===== src/rtl/fws_pkg.sv =====
package fws_pkg;
  typedef enum logic [1:0] {
    OP_IDLE  = 2'd0,
    OP_PROG  = 2'd1,
    OP_ERASE = 2'd2
  } op_e;
endpackage


===== src/rtl/fws_timer.sv =====
module fws_timer #(
  parameter int CNT_W = 8
) (
  input  logic             clk,
  input  logic             rst,
  input  logic             load,
  input  logic [CNT_W-1:0] load_val,
  input  logic             run,
  output logic             active,
  output logic             done
);
  logic [CNT_W-1:0] cnt_q;

  assign done = active && run && (cnt_q == '0);

  always_ff @(posedge clk) begin
    if (rst) begin
      cnt_q  <= '0;
      active <= 1'b0;
    end else if (load) begin
      cnt_q  <= load_val;
      active <= 1'b1;
    end else if (active && run) begin
      if (cnt_q == '0) active <= 1'b0;
      else             cnt_q  <= cnt_q - 1'b1;
    end
  end

  AST_HOLD_FREEZE: assert property (@(posedge clk) disable iff (rst)
    (active && !run && !load) |=> ($stable(cnt_q) && active));
endmodule


===== src/rtl/fws_op_ctrl.sv =====
module fws_op_ctrl import fws_pkg::*; #(
  parameter int ADDR_W         = 16,
  parameter int NUM_SECT       = 8,
  parameter int SECT_BITS      = 3,
  parameter int PROG_CYC       = 20,
  parameter int ERASE_CYC      = 60,
  parameter int PROT_PROG_CYC  = 8,
  parameter int PROT_ERASE_CYC = 30
) (
  input  logic                clk,
  input  logic                rst,
  input  logic                prog_start,
  input  logic [ADDR_W-1:0]   prog_addr,
  input  logic [7:0]          prog_data,
  input  logic                erase_start,
  input  logic [NUM_SECT-1:0] erase_mask,
  input  logic [NUM_SECT-1:0] protect_mask,
  input  logic                erase_hold,
  output op_e                 op_q,
  output logic [ADDR_W-1:0]   paddr_q,
  output logic [7:0]          pdata_q,
  output logic [NUM_SECT-1:0] sel_q,
  output logic [NUM_SECT-1:0] exec_q,
  output logic                busy,
  output logic                commit_q
);
  localparam int MAX_P = (PROG_CYC > PROT_PROG_CYC) ? PROG_CYC : PROT_PROG_CYC;
  localparam int MAX_E = (ERASE_CYC > PROT_ERASE_CYC) ? ERASE_CYC : PROT_ERASE_CYC;
  localparam int MAX_C = (MAX_P > MAX_E) ? MAX_P : MAX_E;
  localparam int CNT_W = $clog2(MAX_C + 1);

  logic                t_load, t_run, t_act, t_done;
  logic [CNT_W-1:0]    t_val;
  logic [NUM_SECT-1:0] exec_nx;
  logic                prot_hit, take_prog, take_erase, pprot_q;

  genvar g;
  generate
    for (g = 0; g < NUM_SECT; g++) begin : g_exec
      assign exec_nx[g] = erase_mask[g] & ~protect_mask[g];
    end
  endgenerate

  assign prot_hit   = protect_mask[prog_addr[ADDR_W-1 -: SECT_BITS]];
  assign take_prog  = !t_act && prog_start;
  assign take_erase = !t_act && erase_start && !prog_start;
  assign t_load     = take_prog || take_erase;
  assign t_run      = !((op_q == OP_ERASE) && erase_hold);
  assign busy       = t_act;

  always_comb begin
    if (take_prog)
      t_val = prot_hit ? CNT_W'(PROT_PROG_CYC - 1) : CNT_W'(PROG_CYC - 1);
    else
      t_val = (exec_nx == '0) ? CNT_W'(PROT_ERASE_CYC - 1) : CNT_W'(ERASE_CYC - 1);
  end

  fws_timer #(.CNT_W(CNT_W)) u_timer (
    .clk(clk), .rst(rst), .load(t_load), .load_val(t_val),
    .run(t_run), .active(t_act), .done(t_done)
  );

  always_ff @(posedge clk) begin
    if (rst) begin
      op_q     <= OP_IDLE;
      paddr_q  <= '0;
      pdata_q  <= '0;
      pprot_q  <= 1'b0;
      sel_q    <= '0;
      exec_q   <= '0;
      commit_q <= 1'b0;
    end else begin
      commit_q <= t_done && (op_q == OP_PROG) && !pprot_q;
      if (take_prog) begin
        op_q    <= OP_PROG;
        paddr_q <= prog_addr;
        pdata_q <= prog_data;
        pprot_q <= prot_hit;
      end else if (take_erase) begin
        op_q   <= OP_ERASE;
        sel_q  <= erase_mask;
        exec_q <= exec_nx;
      end else if (t_done) begin
        op_q   <= OP_IDLE;
        sel_q  <= '0;
        exec_q <= '0;
      end
    end
  end

  AST_START_IGNORED: assert property (@(posedge clk) disable iff (rst)
    (t_act && !t_done && (prog_start || erase_start))
      |=> ($stable(op_q) && $stable(paddr_q) && $stable(sel_q)));
  AST_COMMIT_AFTER_PROG: assert property (@(posedge clk) disable iff (rst)
    commit_q |-> (!busy && ($past(op_q) == OP_PROG)));
  AST_NO_PROT_COMMIT: assert property (@(posedge clk) disable iff (rst)
    commit_q |-> !$past(pprot_q));
  AST_EXEC_ONLY_ERASE: assert property (@(posedge clk) disable iff (rst)
    (exec_q != '0) |-> (busy && (op_q == OP_ERASE)));
endmodule


===== src/rtl/fws_rd_path.sv =====
module fws_rd_path import fws_pkg::*; #(
  parameter int ADDR_W    = 16,
  parameter int NUM_SECT  = 8,
  parameter int SECT_BITS = 3
) (
  input  logic                clk,
  input  logic                rst,
  input  logic                rd_en,
  input  logic [ADDR_W-1:0]   rd_addr,
  input  logic [7:0]          array_data,
  input  op_e                 op_q,
  input  logic [ADDR_W-1:0]   paddr_q,
  input  logic                pbit7,
  input  logic [NUM_SECT-1:0] sel_q,
  input  logic                erase_hold,
  output logic                rd_valid,
  output logic [7:0]          rd_data
);
  logic [SECT_BITS-1:0] sec;
  logic                 hit_prog, hit_erase;
  logic [7:0]           rd_nx;

  assign sec       = rd_addr[ADDR_W-1 -: SECT_BITS];
  assign hit_prog  = (op_q == OP_PROG) && (rd_addr == paddr_q);
  assign hit_erase = (op_q == OP_ERASE) && sel_q[sec];

  always_comb begin
    if (hit_prog)       rd_nx = {~pbit7, 7'b0};
    else if (hit_erase) rd_nx = {erase_hold, 7'b0};
    else                rd_nx = array_data;
  end

  always_ff @(posedge clk) begin
    if (rst) begin
      rd_valid <= 1'b0;
      rd_data  <= '0;
    end else begin
      rd_valid <= rd_en;
      if (rd_en) rd_data <= rd_nx;
    end
  end

  AST_ERASE_STATUS_LOW: assert property (@(posedge clk) disable iff (rst)
    (rd_en && (op_q == OP_ERASE) && sel_q[sec] && !erase_hold)
      |=> (rd_valid && (rd_data == 8'h00)));
  AST_PROG_STATUS_LOW_BITS: assert property (@(posedge clk) disable iff (rst)
    (rd_en && (op_q == OP_PROG) && (rd_addr == paddr_q))
      |=> (rd_valid && (rd_data[6:0] == 7'b0)));
endmodule


===== src/rtl/flash_wstat_gen.sv =====
module flash_wstat_gen import fws_pkg::*; #(
  parameter int ADDR_W         = 16,
  parameter int NUM_SECT       = 8,
  parameter int PROG_CYC       = 20,
  parameter int ERASE_CYC      = 60,
  parameter int PROT_PROG_CYC  = 8,
  parameter int PROT_ERASE_CYC = 30
) (
  input  logic                clk,
  input  logic                rst,
  input  logic                prog_start,
  input  logic [ADDR_W-1:0]   prog_addr,
  input  logic [7:0]          prog_data,
  input  logic                erase_start,
  input  logic [NUM_SECT-1:0] erase_mask,
  input  logic [NUM_SECT-1:0] protect_mask,
  input  logic                erase_hold,
  input  logic                rd_en,
  input  logic [ADDR_W-1:0]   rd_addr,
  input  logic [7:0]          array_data,
  output logic                rd_valid,
  output logic [7:0]          rd_data,
  output logic                busy,
  output logic [NUM_SECT-1:0] erase_exec,
  output logic                prog_commit,
  output logic [ADDR_W-1:0]   commit_addr,
  output logic [7:0]          commit_data
);
  localparam int SECT_BITS = $clog2(NUM_SECT);

  op_e                 op_q;
  logic [ADDR_W-1:0]   paddr_q;
  logic [7:0]          pdata_q;
  logic [NUM_SECT-1:0] sel_q;

  fws_op_ctrl #(
    .ADDR_W(ADDR_W), .NUM_SECT(NUM_SECT), .SECT_BITS(SECT_BITS),
    .PROG_CYC(PROG_CYC), .ERASE_CYC(ERASE_CYC),
    .PROT_PROG_CYC(PROT_PROG_CYC), .PROT_ERASE_CYC(PROT_ERASE_CYC)
  ) u_ctrl (
    .clk(clk), .rst(rst),
    .prog_start(prog_start), .prog_addr(prog_addr), .prog_data(prog_data),
    .erase_start(erase_start), .erase_mask(erase_mask),
    .protect_mask(protect_mask), .erase_hold(erase_hold),
    .op_q(op_q), .paddr_q(paddr_q), .pdata_q(pdata_q), .sel_q(sel_q),
    .exec_q(erase_exec), .busy(busy), .commit_q(prog_commit)
  );

  fws_rd_path #(
    .ADDR_W(ADDR_W), .NUM_SECT(NUM_SECT), .SECT_BITS(SECT_BITS)
  ) u_rd (
    .clk(clk), .rst(rst), .rd_en(rd_en), .rd_addr(rd_addr),
    .array_data(array_data), .op_q(op_q), .paddr_q(paddr_q),
    .pbit7(pdata_q[7]), .sel_q(sel_q), .erase_hold(erase_hold),
    .rd_valid(rd_valid), .rd_data(rd_data)
  );

  assign commit_addr = paddr_q;
  assign commit_data = pdata_q;

  AST_COMMIT_ONE_CYCLE: assert property (@(posedge clk) disable iff (rst)
    prog_commit |=> !prog_commit);
endmodule


===== config.mk =====
export PLATFORM = sky130hd
export DESIGN_NAME = flash_wstat_gen
export DESIGN_NICKNAME = d
export VERILOG_FILES = /design/src/rtl/fws_pkg.sv /design/src/rtl/fws_timer.sv /design/src/rtl/fws_op_ctrl.sv /design/src/rtl/fws_rd_path.sv /design/src/rtl/flash_wstat_gen.sv
export SDC_FILE = /design/constraint.sdc
export NUM_CORES = 1
export LEC_CHECK = 0
export ABC_AREA = 0
export CAP_MARGIN = 20
export CORE_MARGIN = 10
export CORE_UTILIZATION = 30
export CTS_CLUSTER_SIZE = 25
export DETAILED_ROUTE_END_ITERATION = 6
export RECOVER_POWER = 25
export SYNTH_ARGS = -nofsm -noshare
export SYNTH_HDL_FRONTEND = slang
export SYNTH_SLANG_ARGS = --single-unit

===== constraint.sdc =====
create_clock -name clk -period 6.02 [get_ports clk]
set_input_delay 0.602 -clock clk [delete_from_list [all_inputs] [get_ports clk]]
set_output_delay 0.602 -clock clk [all_outputs]
set_load 0.02 [all_outputs]

==> results of run 1 <==
-- placed cells by master (no fill, tap or decap), drive strengths merged, types with 2 or more instances in the layout --
master and instances:
a211oi 3, a21oi 33, a22oi 7, a31oi 2, buf 2, clkbuf 14, clkdlybuf4s50 90, clkinv 2
dfxtp 60, dlygate4sd3 21, ha 2, inv 10, mux2i 5, mux4 2, nand2 90, nand2b 4
nand3 3, nand3b 3, nand4 7, nor2 16, nor2b 4, nor3 3, nor3b 2, nor4 2
o21a 2, o21ai 12, o22ai 2, or4 2, xnor2 17
-- power breakdown --
part	internal, mW	switching, mW	total, mW	leakage, nW
Combinational	0.109	0.106	0.215	0.980
Clock	0.169	0.149	0.317	0.0893
Sequential	0.423	0.0195	0.443	0.492
Total	0.701	0.274	0.975	1.56
-- layout make-up --
cell class	count	share of cell area, %
clock buffer	13	3.97
timing repair buffer	114	28.2
inverter	10	0.938
sequential	60	30.0
clock inverter	2	0.250
tap	108	3.38
multi-input combinational	234	33.3
-- layer usage --
metal,track usage (%),wire length [um],up-vias
li1,-,-,1302
met1,14.8,3620,1168
met2,22.3,4070,67
met3,4.67,618,8
met4,4.91,115,0
met5,0,0,-
-- sequential cells by signal (all words and copies together), names as in the netlist --
signal,flops
u_ctrl.op_q,2
u_ctrl.commit_q,1
u_rd.rd_data,8
u_ctrl.pdata_q,8
u_ctrl.pprot_q,1
u_ctrl.u_timer.cnt_q,6
u_ctrl.exec_q,8
u_ctrl.sel_q,8
u_ctrl.paddr_q,16
u_ctrl.u_timer.active,1
u_rd.rd_valid,1
-- per-stage QoR --
stage,cells,hold slack [ns],utilization [%]
final,541,0.441,46.4
after global routing,541,0.456,46.4
after CTS,541,0.449,46.4
after detailed placement,526,0.436,44.4
after global placement,526,0.438,44.4
after floorplan,318,0.396,-
-- final timing paths --
kind / end / slack, ns / cells past startpoint
min reg2reg: u_ctrl.commit_q / 0.44 / 1
max reg2reg: u_rd.rd_data[7] / 3.79 / 6
min: u_ctrl.commit_q / 0.44 / 1
max: u_rd.rd_data[7] / 3.32 / 7
-- cell families after synthesis --
family	Yosys count	share of synthesized area, %
AND/OR/NAND/NOR	142	24.3
multiplexers	7	3.62
AO/OA/AOI/OAI	65	14.6
adder cells (fa/ha/maj)	2	0.952
XOR/XNOR	18	7.14
flip-flops	60	45.7
buffers and inverters	24	3.76
==> summary.md, run 1 <==
| Metric | Value |
|---|---|
| Status | `complete, but fails checks` |
| Violated checks | `capacitance limit, slew limit` |
| Distinct cell type count after synthesis | `42` |
| Number of inserted diodes | `0` |
| Setup Fix Bufs, Post-CTS | `0` |
| Total track usage | `about an eighth` |
| Synthesized area | `between 2000 and 3000 um^2` |
| Crit path largest cell delay | `about 0.53 ns` |
| Clk_lat worst skew | `between 0.3 and 0.4 ns` |
| CP max-delay cell | `or4b_1` |
| Crit end category | `flop` |
| Power density cells | `~240 nW/um^2` |
| Worst Tran Pin Value | `~2.1 ns` |
| Multi-input gate area | `between 1000 and 1500 um^2` |
| # Max-Cap Violations | `1` |
| Count leader, synth | `nand2_1` |
| TritonCTS Buffers | `9` |
| CP startpoint | `rd_addr[13]` |
| Synth warn | `0` |
| Vias per cell | `~4.7` |
| DIE WIDTH | `roughly 110 um` |
| CTS tree | `yes` |
| Bufs and invs on worst path | `1` |
| Area growth syn-to-layout | `52.3%` |
| Final count of pins violating max slew | `47` |
| Final Hold Vio Count | `0` |
| Synth area leaders | `dfxtp_1 (46%), nand2_1 (13%), a21oi_1 (6.3%)` |
| Setup_tns | `0 ns` |
| Skew final | `approximately 0.0087 ns` |
| Sequential standard cell area | `1200 um^2` |
| Worst Setup Start Kind | `primary input` |
| Yosys top cell area share | `45.7%` |
| WL final | `8430 um` |
| Tmin final | `2.70 ns` |
| Clk root buf | `clkbuf_8` |
| Share of cells above drive strength 1 | `~6.0%` |
| Post-synth top area cell | `dfxtp_1` |
| Final period util | `~45%` |
| CTS Buffer Depth | `2` |
| Chip Height | `between 100 and 150 um` |
| Synthesized area per cell | `between 8 and 9 um^2` |
| Crit path kind | `in2reg` |
| Post-synth EDFFs | `0` |
| Crit Reg-Reg Startpoint | `u_ctrl.paddr_q[11]` |
| Initial core utilization | `30.4%` |
| Post-CTS Resized | `0` |
| Dominant synthesized flop cell | `dfxtp_1` |
| Sequential share of the synthesized area | `a little under half` |
| H-tree Lvls | `3` |
| Clock transition at the registers of the reported paths | `0.07 ns` |
| Post-synth top cells | `nand2_1 (90), dfxtp_1 (60), a21oi_1 (33)` |
| Core Box Area | `~8600 um^2` |
| Final Net Count | `approximately 500` |
| Hold path start | `u_ctrl.pprot_q` |
| Largest net degree at the start of global routing | `47` |
| Design Area, Final | `about 4000 um^2` |
| Vias in the first global route | `approximately 2,800` |
| DP Area | `3840 um^2` |
| Peak VDD IR | `~0.14 mV` |
| RSZ-0062 raised after global routing | `no` |
| CP required | `between 6 and 7 ns` |
| Drt first pass iters | `4` |
| IO Pins | `113` |
| CP Max Fanout | `4` |
| Final worst slack | `about 3.3 ns` |
| Fmax | `between 300 and 400 MHz` |
| CP cell instances | `clkdlybuf4s50_1 > xnor2_1 > nand4_1 > or4_1 > or4b_1 > or4_1 > o221ai_1` |
| Post-Synthesis Cells | `318` |
| Post-route ant nets | `0` |
| Arr. time, crit path | `between 2 and 3 ns` |
| Filler Cell Count | `883` |
| Ys async rst share | `0%` |
| Initial antenna violation count | `0` |
| HPWL after detailed placement | `between 6000 and 7000 um` |
| Hold Path Class | `reg2reg` |
| Port bufs | `112` |
| Final setup fails | `0` |
| Cell Rows | `34` |
| Most frequent CP cell | `or4_1` |
| Initial drt markers | `just under 80` |
| Total die area | `approximately 13,000 um^2` |
| Syn_nets | `around 400` |
| Total Power | `about 0.98 mW` |
| Final GP Congestion | `around 0.79` |
| GRT overflow | `0` |
| WL per Instance | `approximately 16 um` |
| Slew headroom | `-37.6%` |
| First-pass GRT wire length | `13,900 um` |
| Vias | `approximately 2,500` |
| CTS sink count | `60` |
| Worst path top cell family by delay | `simple AND/OR/NAND/NOR gates` |
| FF+latch count, synth | `60` |
| Hold-fix buffers, CTS | `0` |
| Pre-CTS WS | `~3 ns` |
| DR DRC count | `0` |
| Leakage | `1.56 nW` |
(Power assumes the default switching activity.)
==> run 2, diff against run 1 <==
Clock period 6.02 ns to 2.44 ns, I/O delays scaled along.
==> summary.md, run 2 (same netlist as run 1, synthesis figures left out) <==
| Metric | Value |
|---|---|
| Power density cells | `636 nW/um^2 (+160%)` |
| Core Box Area | `8640 um^2 (unchanged)` |
| TritonCTS Buffers | `9 (unchanged)` |
| RSZ-0062 raised after global routing | `no` |
| Hold-fix buffers, CTS | `0 (unchanged)` |
| Skew final | `0.00688 ns (-0.00186 ns)` |
| Slew headroom | `57.7% (+95 points)` |
| Crit path kind | `reg2reg` |
| Vias in the first global route | `2,644 (-4.5%)` |
| Worst Setup Start Kind | `flop` |
| WL per Instance | `15.6 um (about the same)` |
| Crit Reg-Reg Startpoint | `u_ctrl.paddr_q[7]` |
| Most frequent CP cell | `or4_1` |
| Area growth syn-to-layout | `58.8%` |
| Status | `completed` |
| Post-CTS Resized | `0 (unchanged)` |
| WHS | `0.429 ns (-0.0116 ns)` |
| WL final | `8680 um (+2.9%)` |
| Pre-CTS WS | `-0.167 ns (-3.14 ns)` |
| Setup Fix Bufs, Post-CTS | `0 (unchanged)` |
| Final period util | `approximately 93%` |
| DP Area | `3950 um^2 (+2.9%)` |
| Largest net degree at the start of global routing | `25 (-47%)` |
| Max reg flops | `16 (unchanged)` |
| CTS Buffer Depth | `2 (unchanged)` |
| Clk_lat worst skew | `0.34 ns (about the same)` |
| Worst Tran Pin Value | `0.634 ns (-1.43 ns)` |
| # placed instances | `541 (+2.9%)` |
| Peak VDD IR | `0.361 mV (+160%)` |
| Clock transition at the registers of the reported paths | `0.07 ns (about the same)` |
| First-pass GRT wire length | `13,700 um (-1.1%)` |
| Fmax | `442 MHz` |
| Port bufs | `112 (unchanged)` |
| Hold path cells | `2 (+1)` |
| CTS sink count | `60 (unchanged)` |
| CP Capture Point | `u_rd.rd_data[7]` |
| Initial core utilization | `30.4% (unchanged)` |
| Arr. time, crit path | `2.51 ns (-0.43 ns)` |
| Initial drt markers | `72 (-8.9%)` |
| IO Pins | `113 (unchanged)` |
| CP cell instances | `xnor2_2 > nand4_1 > or4_1 > or4b_1 > or4_1 > o221ai_1` |
| Share of cells above drive strength 1 | `9.58% (+3.6 points)` |
| R2r endpoint | `u_rd.rd_data[7]` |
| Leakage | `1.63 nW (+4.5%)` |
| DIE WIDTH | `114 um (unchanged)` |
| Crit end category | `flop` |
| Final Net Count | `516 (+3.0%)` |
| R2R setup slack | `0.18 ns (-3.61 ns)` |
| Final GP Congestion | `0.794 (+0.57%)` |
| Chip Height | `114 um (unchanged)` |
| CP max-delay cell | `or4b_1` |
| Commonest non-fill, non-tap cell in the layout | `clkdlybuf4s50_1` |
| Layout Utilization | `48.3% (+2.0 points)` |
| GRT overflow | `0 (unchanged)` |
| Final setup fails | `0 (unchanged)` |
| Number of inserted diodes | `0 (unchanged)` |
| Total track usage | `13.2% (+0.097 points)` |
| Initial antenna violation count | `0 (unchanged)` |
| CTS tree | `yes` |
| Total Power | `2.65 mW (+170%)` |
| Commonest non-fill, non-tap cells in the layout | `clkdlybuf4s50_1 (98), nand2_1 (90), dfxtp_1 (60)` |
| DR DRC count | `0 (unchanged)` |
| Clk root buf | `clkbuf_8` |
| Vias per cell | `4.75 (+0.94%)` |
| CP Max Fanout | `3 (-1)` |
| Final count of pins violating max slew | `0 (-100%)` |
| Non-Filler Instances | `557 (+3.0%)` |
| Final Hold Vio Count | `0 (unchanged)` |
| Crit path largest cell delay | `0.52 ns (about the same)` |
| Register name with the most flops | `u_ctrl.paddr_q` |
| CP required | `2.69 ns (-3.56 ns)` |
| Final worst slack | `0.180 ns (-3.14 ns)` |
| Cell Rows | `34 (unchanged)` |
| HPWL after detailed placement | `6910 um (+6.6%)` |
| FF-to-FF path depth | `6 (unchanged)` |
| CP startpoint | `u_ctrl.paddr_q[7]` |
| Drt first pass iters | `4 (unchanged)` |
| Hold Path Class | `in2reg` |
| # Max-Cap Violations | `0 (-1)` |
| Setup_tns | `0 ns (unchanged)` |
| Post-route ant nets | `0 (unchanged)` |
| Design Area, Final | `4170 um^2 (+4.2%)` |
| H-tree Lvls | `3 (unchanged)` |
| Vias | `2,645 (+3.9%)` |
| Total die area | `12,900 um^2 (unchanged)` |
| Tmin final | `2.26 ns` |
## run 2: cell types whose count changed in the layout (fill, tap and decap cells not counted), moves of 3 or more
| cell | before | now |
|---|---|---|
| clkdlybuf4s50_1 | 90 | 98 |
| clkbuf_1 | 3 | 0 |
| clkinvlp_4 | 0 | 3 |
| dlygate4sd3_1 | 21 | 13 |
| buf_4 | 2 | 17 |
## run 2: layer usage
layer  global-route usage (%)  vias to the layer above  wire length (um)
met4                     3.98                        0               121
met1                     14.4                     1217              3380
met2                     21.9                       82              4340
met3                     6.93                        8               831
li1                         -                     1338                 -
met5                        0                        -                 0
## run 2: worst max-delay path, delay by kind of cell (launching register included)
kind,cells,cell delay [ns]
simple gates,4,1.53
flops,1,0.41
xor+xnor,1,0.15
compound gates,1,0.08
## run 2: worst min-delay path by stage
| stage | from | endpoint | slack [ns] |
|---|---|---|---|
| final | rst | u_ctrl.u_timer.cnt_q[0] | 0.43 |
| after global routing | prog_data[2] | u_ctrl.pdata_q[2] | 0.44 |
| after CTS | rst | u_ctrl.paddr_q[2] | 0.41 |
| after detailed placement | u_ctrl.sel_q[6] | u_ctrl.sel_q[6] | 0.44 |
| after floorplan | protect_mask[0] | u_ctrl.exec_q[0] | 0.34 |
| after global placement | u_ctrl.sel_q[2] | u_ctrl.sel_q[2] | 0.43 |
## run 2: final cells by class
type                       count  area, um^2
clock buffer                  10         138
multi-input combinational    234        1330
clock inverter                 6        87.6
tap                          108         135
timing repair buffer         129        1240
inverter                      10        37.5
fill                         864        4460
sequential                    60        1200
## run 2: where the power goes
part,switching (mW),internal [mW],total (mW)
logic,0.271,0.295,0.566
clock network,0.395,0.600,0.995
registers,0.0494,1.04,1.09
==> run 3, diff against run 2 <==
Settings changed: CTS_CLUSTER_SIZE 25 to default, GPL_TIMING_DRIVEN from default to 0.
==> summary.md, run 3 (same netlist as run 1, synthesis figures left out) <==
| Metric | Value |
|---|---|
| Status | `completed` |
| Peak VDD IR | `0.357 mV (-1.1%)` |
| Hold Path End | `u_rd.rd_valid` |
| RSZ-0062 raised after global routing | `no` |
| Final count of pins violating max slew | `0 (unchanged)` |
| Hold path start | `rst` |
| Commonest non-fill, non-tap cell in the layout | `clkdlybuf4s50_1` |
| DR DRC count | `0 (unchanged)` |
| Core Box Area | `8640 um^2 (unchanged)` |
| First-pass GRT wire length | `13,500 um (-1.9%)` |
| CTS Buffer Depth | `2 (unchanged)` |
| Most frequent CP cell | `or4_1` |
| Cell Rows | `34 (unchanged)` |
| Hold path cells | `2 (unchanged)` |
| Chip Height | `114 um (unchanged)` |
| Vias | `2,592 (-2.0%)` |
| Initial core utilization | `30.4% (unchanged)` |
| CP max-delay cell | `or4_1` |
| Port bufs | `111 (-0.89%)` |
| Initial drt markers | `105 (+46%)` |
| Final worst slack | `0.186 ns (+0.00613 ns)` |
| IO Pins | `113 (unchanged)` |
| DIE WIDTH | `114 um (unchanged)` |
| Power density cells | `619 nW/um^2 (-2.6%)` |
| WL per Instance | `15.5 um (-0.35%)` |
| Drt first pass iters | `4 (unchanged)` |
| Total track usage | `13.1% (-0.16 points)` |
| Setup Fix Bufs, Post-CTS | `0 (unchanged)` |
| Skew final | `0.00822 ns (+0.00134 ns)` |
| Vias in the first global route | `2,622 (-0.83%)` |
| Clk root buf | `clkbuf_8` |
| Register name with the most flops | `u_ctrl.paddr_q` |
| CTS tree | `yes` |
| Worst path top cell family by delay | `simple AND/OR/NAND/NOR gates` |
| Slew headroom | `46.7% (-11 points)` |
| R2r endpoint | `u_rd.rd_data[7]` |
| R2R setup slack | `0.19 ns (about the same)` |
| CP Max Fanout | `4 (+1)` |
| Flop pwr share | `43.0% (+1.8 points)` |
| Crit end category | `flop` |
| Crit path kind | `in2reg` |
| Non-Filler Instances | `554 (-0.54%)` |
| Share of cells above drive strength 1 | `6.73% (-2.9 points)` |
| HPWL after detailed placement | `6810 um (-1.5%)` |
| Clock transition at the registers of the reported paths | `0.07 ns (about the same)` |
| Internal power consumption | `1.82 mW (-6.4%)` |
| Clk pwr share | `35.6% (-1.9 points)` |
| Final Net Count | `513 (-0.58%)` |
| Post-route ant nets | `0 (unchanged)` |
| WL final | `8600 um (-0.89%)` |
| Vias per cell | `4.68 (-1.5%)` |
| Worst Setup Start Kind | `primary input` |
| Final period util | `92.4% (-0.25 points)` |
| Arr. time, crit path | `2.51 ns (about the same)` |
| Largest net degree at the start of global routing | `12 (-52%)` |
| Switch Pwr | `0.719 mW (+0.59%)` |
| Final Hold Vio Count | `0 (unchanged)` |
| # Max-Cap Violations | `0 (unchanged)` |
| Total die area | `12,900 um^2 (unchanged)` |
| Crit path largest cell delay | `0.55 ns (+0.03 ns)` |
| Hold-fix buffers, CTS | `0 (unchanged)` |
| Final GP Congestion | `0.784 (-1.2%)` |
| Crit Reg-Reg Startpoint | `u_ctrl.paddr_q[11]` |
| H-tree Lvls | `3 (unchanged)` |
| GRT overflow | `0 (unchanged)` |
| TritonCTS Buffers | `9 (unchanged)` |
| Sequential standard cell area | `1200 um^2 (unchanged)` |
| Worst Tran Pin Value | `0.798 ns (+0.164 ns)` |
| CP required | `2.70 ns (about the same)` |
| Sw Share | `28.4% (+1.4 points)` |
| CP cell instances | `clkdlybuf4s50_1 > xor2_1 > or4_1 > or4b_1 > or4_1 > o221ai_1` |
| Clk_lat worst skew | `0.34 ns (about the same)` |
| Pre-CTS WS | `-0.263 ns (-0.0958 ns)` |
| Fmax | `444 MHz (+0.27%)` |
| Filler Cell Count | `897 (+3.8%)` |
| Bufs and invs on worst path | `1 (+1)` |
| # placed instances | `537 (-0.74%)` |
| Leakage | `1.60 nW (-2.2%)` |
| Commonest non-fill, non-tap cells in the layout | `clkdlybuf4s50_1 (91), nand2_1 (90), dfxtp_1 (60)` |
| Final setup fails | `0 (unchanged)` |
| FF-to-FF path depth | `6 (unchanged)` |
| Number of inserted diodes | `0 (unchanged)` |
| CTS sink count | `60 (unchanged)` |
| Multi-input gate area | `1340 um^2 (+0.38%)` |
| Comb pwr share | `21.4% (about the same)` |
| Tmin final | `2.25 ns (-0.00613 ns)` |
| Area growth syn-to-layout | `55.6%` |
| Hold Path Class | `in2reg` |
| Initial antenna violation count | `0 (unchanged)` |
| Max reg flops | `16 (unchanged)` |
run 3: changes by cell type in the layout (fill, tap and decap cells not counted), moves of 2 or more:
| cell | previous run | this run |
|---|---|---|
| buf_4 | 17 | 2 |
| clkbuf_1 | 0 | 9 |
| clkdlybuf4s50_1 | 98 | 91 |
| dlygate4sd3_1 | 13 | 19 |
| buf_1 | 0 | 2 |
run 3: repair_timing:
action,CTS,global route
endpoints found under the hold margin,0,0
endpoints found under the setup margin,0,1
resized for setup,0,2
run 3: power groups by stage:
stage	Sequential (mW)	Combinational (mW)	Clock, mW
5_1_grt	1.10	0.594	0.987
3_5_place_dp	1.11	0.549	0
3_3_place_gp	1.11	0.546	0
2_1_floorplan	1.15	0.236	0
4_1_cts	1.09	0.554	0.931
6_report	1.09	0.543	0.902
run 3: cell type report:
type                       count  share of cell area, %
buffer                        14                   1.50
clock inverter                 6                   1.56
clock buffer                  10                   3.36
sequential                    60                   29.4
tap                          108                   3.30
timing repair buffer         112                   27.3
inverter                      10                  0.917
multi-input combinational    234                   32.7
run 3: worst max path at each step:
| stage | to | startpoint | slack, ns | cells after the start |
|---|---|---|---|---|
| after floorplan | u_rd.rd_data[7] | u_ctrl.paddr_q[1] | 0.21 | 6 |
| after global placement | u_ctrl.exec_q[3] | erase_hold | -0.31 | 8 |
| after detailed placement | u_rd.rd_data[7] | rd_addr[13] | -0.26 | 7 |
| after CTS | u_ctrl.exec_q[3] | u_ctrl.u_timer.cnt_q[0] | 0.03 | 7 |
| after global routing | u_ctrl.exec_q[3] | u_ctrl.u_timer.cnt_q[0] | 0.009 | 8 |
| final | u_rd.rd_data[7] | rd_addr[14] | 0.19 | 6 |
run 3: routing by layer:
layer,vias up,track usage [%],part of all wire [%]
met5,-,0,0
met4,0,3.81,0.99
met3,7,6.25,8.8
met2,78,21.5,48
met1,1176,14.7,42
li1,1331,-,-
run 3: worst reg2reg max path: cells and delay by family (launching register included):
kind / cells / cell delay, ns
AOI/OAI and AO/OA: 1 / 0.08
xor gates and xnor gates: 1 / 0.14
DFF: 1 / 0.41
and+or+nand+nor: 4 / 1.53
run 3: metrics by stage:
step	util, %	instance area (um^2)	hold WS (ns)	TNS (ns)	power [mW]
after floorplan	-	2630	0.340	0	1.39
after global placement	44.9	3870	0.430	-3.30	1.66
after detailed placement	44.9	3870	0.434	-2.84	1.66
after CTS	47.2	4080	0.155	0	2.58
after global routing	47.4	4090	0.166	0	2.68
final	47.4	4090	0.161	0	2.53
